--- config.mk ---
export PLATFORM = sky130hd
export DESIGN_NAME = chgdet_seq
export DESIGN_NICKNAME = d
export VERILOG_FILES = /design/src/rtl/chgdet_pkg.sv /design/src/rtl/chgdet_tick_src.sv /design/src/rtl/chgdet_settle_timer.sv /design/src/rtl/chgdet_seq.sv
export SDC_FILE = /design/constraint.sdc
export NUM_CORES = 1
export LEC_CHECK = 0
export BUFFER_PORTS_ARGS = -buffer_cell sky130_fd_sc_hd__buf_2
export CAP_MARGIN = 25
export CORE_MARGIN = 2
export CORE_UTILIZATION = 45
export DETAILED_ROUTE_END_ITERATION = 8
export PLACE_DENSITY = 0.76
export SYNTH_ARGS = -nofsm -noshare
export SYNTH_HDL_FRONTEND = slang
export SYNTH_SLANG_ARGS = --single-unit
--- constraint.sdc ---
create_clock -name clk -period 2.55 [get_ports clk]
set_clock_uncertainty 0.2 [all_clocks]
set_input_delay 0.51 -clock clk [delete_from_list [all_inputs] [get_ports clk]]
set_output_delay 0.51 -clock clk [all_outputs]
set_load 0.03 [all_outputs]
--- src/rtl/chgdet_pkg.sv ---
package chgdet_pkg;

    typedef enum logic [1:0] {
        STEP_SHORT = 2'd0,
        STEP_REFL  = 2'd1,
        STEP_SIG   = 2'd2,
        STEP_PD    = 2'd3
    } step_e;

    localparam logic [2:0] TYPE_NONE  = 3'b000;
    localparam logic [2:0] TYPE_DEDIC = 3'b001;
    localparam logic [2:0] TYPE_CHGDN = 3'b010;
    localparam logic [2:0] TYPE_STDDN = 3'b011;
    localparam logic [2:0] TYPE_PLOW  = 3'b100;
    localparam logic [2:0] TYPE_PHIGH = 3'b101;
    localparam logic [2:0] TYPE_PSUP  = 3'b110;

    // Level-signature decode; exactly two flags must be present.
    function automatic logic [2:0] sig_decode(input logic dp20, input logic dp27,
                                              input logic dm20, input logic dm27);
        logic [3:0] v;
        v = {dp20, dp27, dm20, dm27};
        case (v)
            4'b1010: return TYPE_PLOW;
            4'b1001: return TYPE_PHIGH;
            4'b0110: return TYPE_PSUP;
            default: return TYPE_NONE;
        endcase
    endfunction

endpackage

--- src/rtl/chgdet_tick_src.sv ---
module chgdet_tick_src (
    input  logic clk,
    input  logic rst_n,
    input  logic use_osc,
    input  logic ref_tick,
    input  logic osc_toggle,
    output logic tick
);
    localparam int SYNC_N = 3;

    logic [SYNC_N-1:0] sync_q, sync_d;

    always_comb begin
        sync_d = {sync_q[SYNC_N-2:0], osc_toggle};
        tick   = use_osc ? (sync_q[SYNC_N-1] ^ sync_q[SYNC_N-2]) : ref_tick;
    end

    always_ff @(posedge clk or negedge rst_n) begin
        if (!rst_n) sync_q <= '0;
        else        sync_q <= sync_d;
    end
endmodule

--- src/rtl/chgdet_settle_timer.sv ---
module chgdet_settle_timer #(
    parameter int W = 8
) (
    input  logic         clk,
    input  logic         rst_n,
    input  logic         en,
    input  logic         clr,
    input  logic         tick,
    input  logic [W-1:0] limit,
    output logic         done
);
    localparam int CW = W + 1;

    logic [W-1:0]  cnt_q, cnt_d;
    logic [CW-1:0] nxt;

    always_comb begin
        nxt   = {1'b0, cnt_q} + CW'(1);
        done  = en && tick && (nxt >= {1'b0, limit});
        cnt_d = cnt_q;
        if (clr)            cnt_d = '0;
        else if (en && tick) cnt_d = cnt_q + W'(1);
    end

    always_ff @(posedge clk or negedge rst_n) begin
        if (!rst_n) cnt_q <= '0;
        else        cnt_q <= cnt_d;
    end
endmodule

--- src/rtl/chgdet_seq.sv ---
module chgdet_seq
    import chgdet_pkg::*;
#(
    parameter int SETTLE_W = 8
) (
    input  logic                clk,
    input  logic                rst_n,
    input  logic                det_en,
    input  logic                enh_en,
    input  logic                stage_enter,
    input  logic [SETTLE_W-1:0] settle_ticks,
    input  logic                use_osc,
    input  logic                ref_tick,
    input  logic                osc_toggle,
    input  logic                cmp_short,
    input  logic                cmp_reflect,
    input  logic                cmp_pd,
    input  logic                dp_2v0,
    input  logic                dp_2v7,
    input  logic                dm_2v0,
    input  logic                dm_2v7,
    input  logic                irq_clr,
    output logic [1:0]          meas_step,
    output logic                busy,
    output logic [2:0]          chg_type,
    output logic                irq
);
    typedef struct packed {
        logic                busy;
        step_e               step;
        logic                enh;
        logic [SETTLE_W-1:0] settle;
        logic [2:0]          typ;
        logic                irq;
    } seq_t;

    seq_t q, d;
    logic tick, settled, advance, finish;
    logic [2:0] code, sig;

    chgdet_tick_src u_tick (
        .clk(clk), .rst_n(rst_n), .use_osc(use_osc),
        .ref_tick(ref_tick), .osc_toggle(osc_toggle), .tick(tick)
    );

    chgdet_settle_timer #(.W(SETTLE_W)) u_timer (
        .clk(clk), .rst_n(rst_n), .en(q.busy), .clr(advance),
        .tick(tick), .limit(q.settle), .done(settled)
    );

    always_comb begin
        d       = q;
        advance = 1'b0;
        finish  = 1'b0;
        code    = TYPE_NONE;
        sig     = sig_decode(dp_2v0, dp_2v7, dm_2v0, dm_2v7);

        if (!q.busy && stage_enter && det_en) begin
            // accept start only when idle and enabled
            d.busy   = 1'b1;
            d.step   = STEP_SHORT;
            d.enh    = enh_en;
            d.settle = settle_ticks;
            advance  = 1'b1;
        end else if (q.busy && settled) begin
            advance = 1'b1;
            unique case (q.step)
                STEP_SHORT: begin
                    if (cmp_short) begin finish = 1'b1; code = TYPE_DEDIC; end
                    else d.step = q.enh ? STEP_REFL : STEP_SIG;   // skip
                end
                STEP_REFL: begin
                    if (cmp_reflect) begin finish = 1'b1; code = TYPE_CHGDN; end
                    else d.step = STEP_SIG;
                end
                STEP_SIG: begin
                    if (sig != TYPE_NONE) begin finish = 1'b1; code = sig; end
                    else d.step = STEP_PD;
                end
                STEP_PD: begin
                    finish = 1'b1;
                    code   = cmp_pd ? TYPE_STDDN : TYPE_NONE;
                end
                default: ;
            endcase
        end

        if (finish) begin
            d.busy = 1'b0;
            d.typ  = code;
        end
        // set has priority over the write-1 clear
        d.irq = finish | (q.irq & ~irq_clr);
    end

    always_ff @(posedge clk or negedge rst_n) begin
        if (!rst_n) begin
            q.busy   <= 1'b0;
            q.step   <= STEP_SHORT;
            q.enh    <= 1'b0;
            q.settle <= '0;
            q.typ    <= TYPE_NONE;
            q.irq    <= 1'b0;
        end else begin
            q <= d;
        end
    end

    assign meas_step = q.step;
    assign busy      = q.busy;
    assign chg_type  = q.typ;
    assign irq       = q.irq;
endmodule

==> flow_summary.yaml <==
worst_setup_path:
  r2r-start: "u_timer.cnt_q[2]$_DFFE_PN0P_"
  arrival_ps: 2740
  r2r_cells: 10
  r2r-end: "chg_type[0]$_DFFE_PN0P_"
  r2r_slack_ps: -150
  critPathLaunchType: "flop"
  worstPathRequired_ps: 2580
  crit_path_start: "u_timer.cnt_q[2]$_DFFE_PN0P_"
  worstSetupPathType: "flop to flop"
  cp_max_fo: 4
  endpoint_kind: "flop"
drt:
  first_iter_violations: 34
  wirelength_um: 3380
  vias_per_cell: 5.20
  drcViolationCount: 0
  vias: 1372
  drtAntennaViolNets: 0
  wl_per_cell_um: 12.8
  firstDrtPassIters: 4
floorplan:
  row_count: 21
  die_area_mm2: 0.00409
  die_y_um: 64.0
  start_util: 0.478
  ios: 31
  chipWidth_um: 64.0
  core_area_mm2: 0.00339
min_path:
  worstHoldStart: "osc_toggle"
  hold-path-cell-count: 1
  hold_path.class: "primary input to flop"
  holdPathEnd: "u_tick.sync_q[0]$_DFF_PN0_"
pwr:
  powerDensity_mw_per_mm2: 1010
  p_leak_nw: 1.05
  vdd_drop_max_v: 0.000553
clock_tree:
  max-clock-path-buffers: 2
  clk_pin_slew_ps: 140
  cts_buffers: 3
  cts.sinks: 27
  cts_max_level: 1
  clk_latency_ps: 330
  cts-root-buf: "clkbuf_4"
  cts_tree: "yes"
sta:
  rsz0062_at_grt: "yes"
  worst_slew_pin_slew_ps: 604
  setup_viol: 15
  setup_ws_ps: -155
  min_period_over_period: 1.06
  drv_slew: 0
  period_needed_ps: 2700
  clock.fmax_mhz: 370
  hold_viol: 0
  setup_tns_ps: -1350
  maxSlewHeadroom: 0.597
grt:
  grt_max_degree: 28
  grt_pass1_vias: 1311
  grt_overflow: 0
  grt_pass1_wl_um: 5690
  track_usage: 0.178
  antenna_found_initial: 0
layout:
  layout_commonest_cell: "buf_2"
  final_nets: 256
  fin_area_mm2: 0.00208
  area_delta_synth_final_pct: 28.7
  final_cell_mix: "buf_2 (30), dfrtp_1 (27), nand2_1 (24), buf_4 (21), inv_1 (12)"
  drive_above_1_share: 0.381
  fill_cells: 292
  seqCellArea_um2: 676
  post-route-util: 0.615
  multi_input_area_um2: 936
  antenna_cells: 0
yosys:
  synth_fp_nets: 206
  synth_edf_count: 0
  synth_cells: 169
  synth_seq_cells: 27
  yosys_warnings: 0
  avgSynthCellArea_um2: 9.58
  synth.distinct_cells: 40
  synth_area_mm2: 0.00162
  ys.flop_type: "dfrtp_1"
  synth.yosys.seq_area_share: 0.417
  synthArstFlopShare: 1.00
flow_run:
  cap_violations: 0
placement:
  numPortBuffers: 30
  dp_slack_ps: -168
  placed_cell_area_mm2: 0.00193
  dpl.hpwl_um: 2560
  gp_congestion: 0.848
outcome:
  status: "complete, but fails checks"
  violations: "negative setup slack"
[synth_stat cells (4+ instances only)]
master	number	area (µm²)
ha_1	13	163
a21oi_1	6	30.0
nor2_1	5	18.8
xnor2_1	5	43.8
o21ai_1	4	20.0
o21ai_0	10	50.1
nand2_1	27	101
dfrtp_1	27	676
buf_4	5	37.5
inv_1	12	45.0
a21o_1	4	30.0
nand3_1	9	45.0
[registers in the layout (all words and copies together) (netlist names)]
name	flops
irq	1
u_timer.cnt_q	8
u_tick.sync_q	3
chg_type	3
busy	1
q	9
meas_step	2
[per-layer routing]
| metal | wire [µm] | part of all wire | GRT usage | up-vias |
|---|---|---|---|---|
| met5 | 0 | 0 | 0 | - |
| met4 | 60 | 0.018 | 0.0571 | 0 |
| met3 | 87 | 0.026 | 0.0264 | 8 |
| met2 | 1720 | 0.51 | 0.311 | 18 |
| met1 | 1510 | 0.45 | 0.226 | 668 |
| li1 | - | - | - | 678 |
[repair_timing]
action                                  4_1_cts  5_1_grt
endpoints found under the setup margin       14       15
hold endpoints to repair                     27        0
pin swaps                                     4        6
buffers inserted                              4        1
resized for setup                             3       15
hold buffers                                  1        0
[cell type report]
type                       instances  area share
tap                               46      0.0276
inverter                          12      0.0216
clock buffer                       4      0.0126
timing repair buffer              54       0.165
multi-input combinational        121       0.449
sequential                        27       0.324
[logic make-up (layout without fill, tap and decap cells)]
group                      count (synthesis)  after routing  share of synthesized area
and+or+nand+nor                           60             60                      0.191
AOI/OAI and AO/OA                         38             38                      0.161
DFF                                       27             27                      0.417
buffers and inverters                     21             70                     0.0649
adders and majority gates                 13             13                      0.100
xor gates and xnor gates                   7              7                     0.0379
muxes                                      3              3                     0.0278
[worst max-delay path, cell delays in order (launching register included)]
cell and delay, ps:
dfrtp_1 380, and2_4 150, nand4_1 130, nor2_1 150
xnor2_1 150, ha_1 270, and3_4 190, a221oi_2 270
o311a_4 250, nand3b_4 160, mux2_4 310
[stage by stage]
step           instances  hold WS (ps)  total power [mW]
3_3_place_gp         254           133              1.70
2_1_floorplan        169          14.4              1.42
3_5_place_dp         254           136              1.74
4_1_cts              263          66.2              1.98
6_report             264          71.5              2.11
5_1_grt              264          52.0              2.30
[power breakdown]
group / leakage, nW / total (mW) / internal [mW] / switching, mW
logic: 0.688 / 1.27 / 0.602 / 0.666
clock network: 0.0150 / 0.187 / 0.0615 / 0.125
registers: 0.344 / 0.652 / 0.572 / 0.0805
[how the worst max path moves through the flow]
stage	end	slack [ps]	cells after the start
finish	chg_type[0]$_DFFE_PN0P_	-150	10
global route	irq$_DFF_PN0_	-290	12
CTS	chg_type[0]$_DFFE_PN0P_	-140	10
detailed placement	chg_type[0]$_DFFE_PN0P_	-170	9
global placement	chg_type[2]$_DFFE_PN0P_	-110	10
floorplan	chg_type[0]$_DFFE_PN0P_	-90	10
No activity file was read; power rests on OpenSTA's default activity.
